==> src/rtl/multipass_bram_writer.sv <==
module multipass_bram_writer #(
  parameter int ADDR_W = 32,
  parameter int DATA_W = 32,
  parameter int WE_W   = 4,
  parameter int WORDS  = 10,
  parameter int PASSES = 3
) (
  input  logic              clk,
  input  logic              rst,
  input  logic              go,
  input  logic              ack,
  output logic              bram_en,
  output logic [WE_W-1:0]   bram_we,
  output logic [ADDR_W-1:0] bram_addr,
  output logic [DATA_W-1:0] bram_wdata,
  output logic              bram_rst,
  output logic              ram_full
);
  localparam int IDX_W  = (WORDS  > 1) ? $clog2(WORDS)  : 1;
  localparam int PASS_W = (PASSES > 1) ? $clog2(PASSES) : 1;
  localparam logic [IDX_W-1:0]  LAST_IDX  = IDX_W'(WORDS - 1);
  localparam logic [PASS_W-1:0] LAST_PASS = PASS_W'(PASSES - 1);
  localparam logic [WE_W-1:0]   WE_ALL    = '1;

  typedef enum logic [1:0] {S_IDLE, S_WRITE, S_GAP, S_FULL} state_t;

  state_t              state_q;
  logic                armed_q;
  logic [IDX_W-1:0]    idx_q;
  logic [PASS_W-1:0]   pass_q;
  logic [DATA_W-1:0]   next_val_q;

  always_ff @(posedge clk) begin
    if (rst) begin
      state_q    <= S_IDLE;
      armed_q    <= 1'b0;
      idx_q      <= '0;
      pass_q     <= '0;
      next_val_q <= '0;
      bram_en    <= 1'b0;
      bram_we    <= '0;
      bram_addr  <= '0;
      bram_wdata <= '0;
      ram_full   <= 1'b0;
      bram_rst   <= 1'b1;
    end else begin
      bram_rst <= 1'b0;
      case (state_q)
        S_IDLE: begin
          if (!go) begin
            armed_q <= 1'b1;
          end else if (armed_q) begin
            state_q    <= S_WRITE;
            armed_q    <= 1'b0;
            idx_q      <= '0;
            pass_q     <= '0;
            next_val_q <= DATA_W'(1);
            bram_en    <= 1'b1;
            bram_we    <= WE_ALL;
            bram_addr  <= '0;
            bram_wdata <= '0;
          end
        end
        S_WRITE: begin
          if (idx_q == LAST_IDX) begin
            idx_q      <= '0;
            bram_addr  <= '0;
            bram_we    <= '0;
            bram_wdata <= '0;
            if (pass_q == LAST_PASS) begin
              state_q  <= S_FULL;
              bram_en  <= 1'b0;
              ram_full <= 1'b1;
            end else begin
              state_q <= S_GAP;
              pass_q  <= pass_q + PASS_W'(1);
            end
          end else begin
            idx_q      <= idx_q + IDX_W'(1);
            bram_addr  <= ADDR_W'(idx_q) + ADDR_W'(1);
            bram_wdata <= next_val_q;
            next_val_q <= next_val_q + DATA_W'(1);
          end
        end
        S_GAP: begin
          state_q    <= S_WRITE;
          bram_we    <= WE_ALL;
          bram_addr  <= '0;
          bram_wdata <= next_val_q;
          next_val_q <= next_val_q + DATA_W'(1);
        end
        S_FULL: begin
          if (ack) begin
            ram_full <= 1'b0;
            state_q  <= S_IDLE;
          end
        end
        default: state_q <= S_IDLE;
      endcase
    end
  end
endmodule

==> config.mk <==
export PLATFORM = sky130hd
export DESIGN_NAME = multipass_bram_writer
export DESIGN_NICKNAME = d
export VERILOG_FILES = /design/src/rtl/multipass_bram_writer.sv
export SDC_FILE = /design/constraint.sdc
export NUM_CORES = 1
export LEC_CHECK = 0
export ABC_AREA = 0
export BUFFER_PORTS_ARGS = -buffer_cell sky130_fd_sc_hd__buf_2
export CORE_ASPECT_RATIO = 0.9
export CORE_MARGIN = 8
export CORE_UTILIZATION = 55
export DETAILED_ROUTE_END_ITERATION = 10
export PLACE_DENSITY = 0.76
export RECOVER_POWER = 25
export SLEW_MARGIN = 40
export SYNTH_ARGS = -nofsm -noshare
export SYNTH_HDL_FRONTEND = slang
export SYNTH_SLANG_ARGS = --single-unit
==> constraint.sdc <==
create_clock -name clk -period 2.9 [get_ports clk]
set_input_delay 0.435 -clock clk [delete_from_list [all_inputs] [get_ports clk]]
set_output_delay 0.435 -clock clk [all_outputs]
set_load 0.02 [all_outputs]
* After elaboration in Yosys (flattened, before gate mapping)
Index checks and enable logic that the tools add are counted.
** Operators by class
- Shift operators :: 0
- Multipliers :: 0
- Bitwise operators :: 0
- Multiplexer cells :: 40
- Divide/modulo/power cells :: 0
- Reduce and logical (&&, ||, !) cells :: 12
- Equal/unequal tests :: 12
- Magnitude comparators :: 0
- Add/subtract/negate cells :: 4
** Operator list (number)
- one-hot mux 32 bit (3 select lines) :: 3
- two-way mux 32 bit :: 6
- adder 32 x 1 -> 32 bit, second input constant :: 1
- two-way mux 4 bit :: 6
- two-way mux 2 bit :: 8
- AND reduction 4 bit :: 4
- != test 2 bit, second input constant :: 7
- one-hot mux 4 bit (3 select lines) :: 1
- two-way mux 1 bit :: 10
- AND reduction 5 bit :: 2
- one-hot mux 2 bit (4 select lines) :: 1
- one-hot mux 4 bit (2 select lines) :: 1
- == test 2 bit, second input constant :: 3
- AND reduction 3 bit :: 2
- adder 4 x 1 -> 5 bit, second input constant :: 1
- two-way mux 5 bit :: 1
- adder 4 x 1 -> 4 bit, second input constant :: 1
- == test 4 bit, second input constant :: 1
- one-hot mux 1 bit (2 select lines) :: 2
- one-hot mux 2 bit (2 select lines) :: 1
- nonzero test 2 bit :: 2
- nonzero test 3 bit :: 1
- adder 2 x 1 -> 2 bit, second input constant :: 1
- == test 2 x 1 -> 1 bit, second input constant :: 1
- zero test 2 bit :: 1
** Word-level totals
- Bits of input ports :: 4
- Latch bits :: 0
- Output and inout port bits :: 71
- Memories :: 0
- Logic and storage cells :: 79
- Bits in registers :: 112
- Bits in read-only memories :: 0
- Memory bits (writable) :: 0

* Longest topological paths before layout
Gate-level depths: netlist (run 1).
- Word-level depth :: 4
- Gate-level depth with buffers :: 9
- Mapped depth without buffers :: 7

* Worst setup path after synthesis (run 1)
OpenSTA, ideal clock, no wires.
- Path kind :: reg2reg
- From :: reg state_q[0]
- To :: reg next_val_q[24]
- Required time :: 2.830 ns
- Period minus slack after synthesis :: 1.949 ns
- Cell stages (with the launch flop) :: 8
- Path buffers :: 0
- Setup time :: 0.070 ns
- Arrival :: 1.879 ns
- Slack :: 0.951 ns
- Cell sequence :: dfxtp_1 > inv_1 > ha_1 > a21boi_4 > nor4_4 > nand4_2 > or3_1 > a21oi_1
** On the way
- Word-level cells in the longest chain between the ends :: 3
- Elaborated cells between the ends (all ways) :: 9
- Classes of those cells :: eq/ne (5); mux (1); reduce/logical (3)
** Ends and longest elaborated chain
- from (decl) :: RTL line 27 : state_t state_q;
- from (signal assigned) :: RTL line 35 : state_q <= S_IDLE;
- from (signal assigned) :: RTL line 53 : state_q <= S_WRITE;
- from (signal assigned) :: RTL line 71 : state_q <= S_FULL;
- == test 2 x 1 -> 1 bit (tied with other cells) :: RTL line 48 : case (state_q)
- != test 2 bit (no line) / nonzero test 3 bit (equally long branches)
- AND reduction 4 bit (no line)
- to (signal assigned) :: RTL line 82 : next_val_q <= next_val_q + DATA_W'(1);
- to (signal assigned) :: RTL line 90 : next_val_q <= next_val_q + DATA_W'(1);
- to (decl) :: RTL line 31 : logic [DATA_W-1:0] next_val_q;
Parallel ways exist; a longest one is shown, timed or not.
A chain may end at the register's enable or synchronous reset.

* Worst setup path after layout (run 1)
- From :: reg state_q[1]
- To :: reg next_val_q[21]
The elaborated chain is that of the path after synthesis.

==> impl_metrics.json, run 1 <==
{
  "antenna_cells": 0,
  "syn_inst": 416,
  "async_flop_share_pct": 0,
  "yosys.area.top_type_share_pct": 44.6,
  "muxShareOfSynthArea_pct": 0.272,
  "rrSetupSlack_ns": 0.54,
  "yosysSeqAreaShare_pct": 44.6,
  "final_nets": 469,
  "synth-simple-area-share_pct": 22.8,
  "synthAdderAreaFrac_pct": 3.06,
  "die_width_um": 102,
  "holdPathEnd": "armed_q$_SDFFE_PP0N_",
  "ys_warn_count": 0,
  "synth_compound_area_share_pct": 12.7,
  "detailed_place_hpwl_um": 5380,
  "gp_congestion": 0.789,
  "synth_commonest_cells": "82 x dfxtp_1, 74 x nor2_1, 33 x a22oi_1",
  "yosys.area.top_type": "dfxtp_1",
  "postSynthAreaPerCell_um2": 8.85,
  "fp.dieArea_um2": 9570,
  "cts_max_level": 3,
  "port_buffers": 47,
  "status": "complete, no violations",
  "n_fill_cell": 595,
  "drc": 0,
  "cts.sinks": 82,
  "drv_slew": 0,
  "synth-xor-area-share_pct": 6.66,
  "use_met1_pct": 19.3,
  "fin_ws_ns": 0.540,
  "grt_use_met3_pct": 6.16,
  "synth_edf_count": 0,
  "overflow": 0,
  "max_freq_ghz": 0.424,
  "max_stage_delay_ns": 0.47,
  "drtAntennaViolNets": 0,
  "tns_ns": 0,
  "busiest_layer": "met2",
  "r2r-end": "next_val_q[21]$_SDFFE_PP0P_",
  "core_area_um2": 6520,
  "max-cap-violations": 0,
  "relSlewSlack_pct": 12.3,
  "synthToLayoutAreaGrowth_pct": 9.14,
  "finalSetupViolCount": 0,
  "synth_cell_types": 41,
  "p_total_w": 0.00235,
  "fin_skew_ns": 0.00745,
  "r2r-start": "state_q[1]$_SDFFE_PP0P_",
  "viasPerCell": 5.17,
  "min_period_ns": 2.36,
  "syn-cell-area_um2": 3680,
  "path_max_fanout": 31,
  "crit_required_ns": 3.12,
  "synth_top_family_by_area": "simple AND/OR/NAND/NOR gates",
  "placed_area_um2": 3880,
  "synthTopCellsByArea": "dfxtp_1 45%, nor2_1 7.5%, a22oi_1 6.7%, buf_4 6.1%, xor2_1 5.2%",
  "post-route-period-util_pct": 81.4,
  "start_util_pct": 56.5,
  "cts_setup_buffers": 0,
  "ir_worst_vdd_mv": 0.377,
  "die_y_um": 93.6,
  "routed_wirelength_um": 7550,
  "start_kind": "register",
  "post_cts_resized": 0,
  "critPathArrivalTime_ns": 2.58,
  "worst_pin_slew_ns": 1.32,
  "synth-main-ff-cell": "dfxtp_1",
  "crit_slowest_cell": "nor3_1",
  "yosysMostFrequentCell": "dfxtp_1",
  "num_vias": 2847,
  "cts_hold_buffers": 0,
  "hold_class": "input port to register",
  "place_ws_ns": 0.551,
  "drt_pre_antenna_iters": 4,
  "cp-end-kind": "register",
  "grt_pass1_wl_um": 12700,
  "clock_latency_ns": 0.35,
  "grt_max_degree": 32,
  "crit_path_cell_trace": "inv_1 -> ha_1 -> and4b_1 -> nor3_1 -> a21o_1 -> buf_4 -> nor2_1",
  "cts_max_path_buffers": 2,
  "final_area_um2": 4020,
  "cts_buffers": 9,
  "cts_root_buf": "clkbuf_8",
  "crit_type": "register to register",
  "ios": 75,
  "drive_above_1_share_pct": 10.6,
  "initialDrtViolationCount": 204,
  "leakagePower_nw": 1.55,
  "rsz0062_at_grt": "no",
  "hold_depth": 2,
  "ff2ff_path_depth": 7,
  "antenna_found_initial": 0,
  "ys_ff_latch": 82,
  "grt_pass1_vias": 2722,
  "avgRoutedWirePerCell_um": 13.7,
  "path_clk_slew_ns": 0.08,
  "min_from": "go",
  "grtUsageMet2_pct": 26.9,
  "hold_viol_final": 0,
  "power_density_nw_per_um2": 584,
  "grt_usage_pct": 16.4,
  "tritoncts": "yes",
  "rows": 28
}
-- worst max path at each step --
stage | from | slack [ns] | depth (start not counted) | endpoint
final | state_q[1]$_SDFFE_PP0P_ | 0.54 | 7 | next_val_q[21]$_SDFFE_PP0P_
after global routing | state_q[1]$_SDFFE_PP0P_ | 0.32 | 7 | next_val_q[16]$_SDFFE_PP0P_
after CTS | state_q[1]$_SDFFE_PP0P_ | 0.54 | 7 | next_val_q[5]$_SDFFE_PP0P_
after detailed placement | state_q[1]$_SDFFE_PP0P_ | 0.55 | 7 | next_val_q[5]$_SDFFE_PP0P_
after global placement | state_q[1]$_SDFFE_PP0P_ | 0.64 | 7 | next_val_q[25]$_SDFFE_PP0P_
after floorplan | state_q[0]$_SDFFE_PP0P_ | 0.95 | 7 | next_val_q[24]$_SDFFE_PP0P_
-- sequential cells by signal, indices dropped and copies added (netlist names) --
signal      cells
armed_q         1
bram_addr       5
bram_en         1
bram_rst        1
bram_wdata     32
bram_we         1
idx_q           4
next_val_q     32
pass_q          2
ram_full        1
state_q         2
-- worst max-delay path, delay by kind of cell (launching register included) --
family | cells | cell delay (ns)
simple gates | 3 | 0.90
buf+inv | 2 | 0.41
flops | 1 | 0.39
fa+ha+maj | 1 | 0.34
compound gates | 1 | 0.20
-- report_power, final --
group	switching [W]	leakage [nW]	internal, W	total, W
Combinational	0.000317	0.793	0.000101	0.000418
Sequential	0.0000258	0.662	0.00115	0.00118
Clock	0.000374	0.0965	0.000379	0.000754
-- routing by layer --
layer  up-vias  wire length (µm)
met3         7               424
met4         0                70
li1       1463                 -
met2        47              3670
met1      1330              3390
met5         -                 0
-- layout make-up --
type                            count  area [µm²]  area share (%)
Inverter                           10        37.5           0.934
Sequential cell                    82        1640            40.9
Clock inverter                      2        10.0           0.249
Tap cell                           90         113            2.80
Timing Repair Buffer               56         262            6.51
Multi-Input combinational cell    297        1780            44.3
Clock buffer                       14         173            4.30
-- logic make-up after synthesis --
family / Yosys count
AO/OA/AOI/OAI: 70
XOR/XNOR: 28
adder cells (fa/ha/maj): 9
buffers and inverters: 63
flip-flops: 82
multiplexers: 1
other: 1
AND/OR/NAND/NOR: 162
-- cell usage in the layout (no fill, tap or decap), types with 8 or more instances in the layout --
cell type and instances:
inv_1 10, clkbuf_1 33, nand3_1 15, clkbuf_8 12, nand2_1 15, conb_1 27, dfxtp_1 82, xor2_1 22
a21oi_1 18, a22oi_1 33, and3_1 8, buf_2 17, nand4_1 14, nor2_1 74, ha_1 9, nor3_1 10
o21ai_0 10, buf_4 8
-- per-stage QoR --
stage / hold slack [ns] / utilization (%) / cells
global route: 0.323 / 61.7 / 551
detailed placement: 0.466 / 59.5 / 535
CTS: 0.328 / 62.3 / 551
global placement: 0.443 / 59.5 / 535
floorplan: 0.457 / - / 442
finish: 0.336 / 61.7 / 551
No activity file was read; power rests on OpenSTA's default activity.
==> run 2: changes to the inputs <==
--- a/config.mk
+++ b/config.mk
@@ -5,13 +5,13 @@
 export SDC_FILE = /design/constraint.sdc
 export NUM_CORES = 1
 export LEC_CHECK = 0
-export ABC_AREA = 0
+export ABC_AREA = 1
 export BUFFER_PORTS_ARGS = -buffer_cell sky130_fd_sc_hd__buf_2
 export CORE_ASPECT_RATIO = 0.9
 export CORE_MARGIN = 8
-export CORE_UTILIZATION = 55
+export CORE_UTILIZATION = 50
 export DETAILED_ROUTE_END_ITERATION = 10
-export PLACE_DENSITY = 0.76
+export PLACE_DENSITY = 0.72
 export RECOVER_POWER = 25
 export SLEW_MARGIN = 40
 export SYNTH_ARGS = -nofsm -noshare
==> constraint.sdc (replaced) <==
create_clock -name clk -period 1.95 [get_ports clk]
set_input_delay 0.2925 -clock clk [delete_from_list [all_inputs] [get_ports clk]]
set_output_delay 0.2925 -clock clk [all_outputs]
set_load 0.02 [all_outputs]
==> run 2 against run 1 <==
Net effect:
- the run now ends with max-capacitance violations, max-slew violations left
- final cell count increased by 36%
- synthesized area grew 14%
- wire length up 27%
- clock power rose by 96%
- sequential power is 71% higher
- register-to-register slack got worse by 0.39 ns
- total power increased by 150%
- core utilization shrank 3.9 points
- synthesized cell count is 44% higher
- worst setup slack got worse by 0.39 ns
- die area grew 21%
- largest cell class unchanged
- largest power group is now combinational cells
- highest routed layer unchanged
==> impl_metrics.json, run 2 <==
{
  "drc": 0,
  "max-cap-violations": 1,
  "port_buffers": 47,
  "final_nets": 658,
  "placed_area_um2": 4370,
  "yosysMostFrequentCell": "nand2_1",
  "avgRoutedWirePerCell_um": 12.8,
  "violations": "max-capacitance violations, max-slew violations",
  "synth_cell_types": 35,
  "min_from": "ack",
  "cts_root_buf": "clkbuf_8",
  "crit_type": "register to register",
  "power_density_nw_per_um2": 1250,
  "path_max_fanout": 28,
  "die_y_um": 103,
  "ff2ff_path_depth": 10,
  "most-common-layout-cells": "131 x nand2_1, 80 x nor2_1, 80 x dfxtp_1, 54 x inv_1, 53 x nand3_1",
  "cts_buffers": 9,
  "fin_skew_ns": 0.0144,
  "initialDrtViolationCount": 186,
  "critPathArrivalTime_ns": 2.05,
  "drtAntennaViolNets": 0,
  "relSlewSlack_pct": -8.48,
  "async_flop_share_pct": 0,
  "final_area_um2": 4660,
  "fin_cells": 749,
  "antenna_found_initial": 0,
  "cts.sinks": 82,
  "grt_pass1_vias": 3406,
  "gp_congestion": 0.888,
  "yosys.area.top_type_share_pct": 39.3,
  "start_util_pct": 51.8,
  "cts_max_path_buffers": 2,
  "die_width_um": 112,
  "clock_latency_ns": 0.36,
  "syn-cell-area_um2": 4180,
  "overflow": 0,
  "place_ws_ns": -0.0442,
  "n_fill_cell": 795,
  "grt_pass1_wl_um": 16100,
  "synth_commonest_cells": "131 x nand2_1, 82 x dfxtp_1, 82 x nor2_1",
  "ys_warn_count": 0,
  "r2r-start": "state_q[0]$_SDFFE_PP0P_",
  "max_freq_ghz": 0.555,
  "path_clk_slew_ns": 0.09,
  "post-route-period-util_pct": 92.3,
  "syn_inst": 597,
  "antenna_cells": 0,
  "postSynthAreaPerCell_um2": 7.00,
  "grt_usage_pct": 16.9,
  "fp.dieArea_um2": 11500,
  "layout.cells.most_common": "nand2_1",
  "core_area_um2": 8070,
  "dpl.cell_count": 729,
  "ys_ff_latch": 82,
  "multi_input_area_um2": 2070,
  "viasPerCell": 4.97,
  "area.sequential_um2": 1640,
  "worst_pin_slew_ns": 1.63,
  "finalSetupViolCount": 0,
  "fin_ws_ns": 0.149,
  "ios": 75,
  "yosys.area.top_type": "dfxtp_1",
  "hold_class": "input port to register",
  "drv_slew": 38,
  "hold_viol_final": 0,
  "yosysSeqAreaShare_pct": 39.3,
  "holdPathEnd": "ram_full$_SDFFE_PP0P_",
  "synth-main-ff-cell": "dfxtp_1",
  "routed_wirelength_um": 9570,
  "synth_edf_count": 0,
  "cp-end-kind": "register",
  "synthTopCellsByArea": "dfxtp_1 39%, nand2_1 12%, nor2_1 7.4%, nand3_1 6.3%, a21oi_1 6.2%",
  "num_vias": 3722,
  "leakagePower_nw": 1.92,
  "rrSetupSlack_ns": 0.15,
  "rows": 31,
  "cts_max_level": 3,
  "min_period_ns": 1.80,
  "grt_max_degree": 38,
  "tritoncts": "yes",
  "crit_required_ns": 2.20,
  "tns_ns": 0,
  "rsz0062_at_grt": "no",
  "status": "finished with violations",
  "r2r-end": "next_val_q[8]$_SDFFE_PP0P_",
  "reg_top3": "bram_wdata (32), next_val_q (32), bram_addr (5)",
  "drt_pre_antenna_iters": 4,
  "synthToLayoutAreaGrowth_pct": 11.6,
  "ir_worst_vdd_mv": 0.663,
  "drive_above_1_share_pct": 16.6,
  "start_kind": "register",
  "hold_depth": 4,
  "detailed_place_hpwl_um": 7140
}
run 2: worst max-delay path by stage:
stage / from / to / slack [ns] / depth (start not counted)
2_1_floorplan: state_q[0]$_SDFFE_PP0P_ / next_val_q[7]$_SDFFE_PP0P_ / 0.26 / 11
3_3_place_gp: state_q[0]$_SDFFE_PP0P_ / next_val_q[17]$_SDFFE_PP0P_ / 0.11 / 8
3_5_place_dp: state_q[0]$_SDFFE_PP0P_ / next_val_q[29]$_SDFFE_PP0P_ / -0.04 / 9
4_1_cts: state_q[0]$_SDFFE_PP0P_ / next_val_q[24]$_SDFFE_PP0P_ / 0.05 / 10
5_1_grt: state_q[0]$_SDFFE_PP0P_ / next_val_q[4]$_SDFFE_PP0P_ / 0.002 / 10
6_report: state_q[0]$_SDFFE_PP0P_ / next_val_q[8]$_SDFFE_PP0P_ / 0.15 / 10
run 2: area by class of cell:
type | count | area share (%)
clock buffer | 9 | 2.66
clock inverter | 7 | 2.52
inverter | 60 | 4.94
multi-input combinational | 430 | 44.4
sequential | 82 | 35.3
tap | 99 | 2.66
timing repair buffer | 62 | 7.54
run 2: cell families after synthesis:
logic type | Yosys count | share of synthesized area [%]
compound gates | 87 | 11.5
fa+ha+maj | 9 | 2.69
buf+inv | 111 | 13.9
flops | 82 | 39.3
other cells | 1 | 0.0897
simple gates | 307 | 32.6
run 2: power breakdown:
part | internal [W] | switching [W]
Clock | 0.000850 | 0.000633
Combinational | 0.000739 | 0.00160
Sequential | 0.00186 | 0.000158
run 2: metal layers:
metal  vias to the layer above  GRT usage, %  part of all wire, %
met2                        82          26.8                   43
met5                         -             0                    0
li1                       1953             -                    -
met4                         0          5.90                 0.91
met3                         5          4.98                  6.6
met1                      1682          21.7                   49
run 2: stage by stage:
step / total power, W / utilization (%) / hold slack (ns)
after floorplan: 0.00381 / - / 0.320
after global placement: 0.00420 / 54.1 / 0.449
after detailed placement: 0.00426 / 54.1 / 0.452
after CTS: 0.00583 / 57.5 / 0.264
after global routing: 0.00622 / 57.8 / 0.283
final: 0.00584 / 57.8 / 0.277
run 2: timing repair:
| action | in CTS | in global routing |
|---|---|---|
| setup endpoints to repair | 6 | 32 |
| setup buffers | 2 | 2 |
| hold buffers | 0 | 0 |
| cloned | 0 | 0 |
| pin swaps | 1 | 2 |
| resized for setup | 0 | 8 |
run 2: worst max-delay path: stages, from the launching register on:
cell and delay (ns):
dfxtp_2 0.37, inv_1 0.09, ha_2 0.22, nand2_2 0.11, nand2_1 0.09, nor2_4 0.12
nand2_4 0.13, o21ai_4 0.26, inv_6 0.13, o21ai_0 0.10, nor2_1 0.05
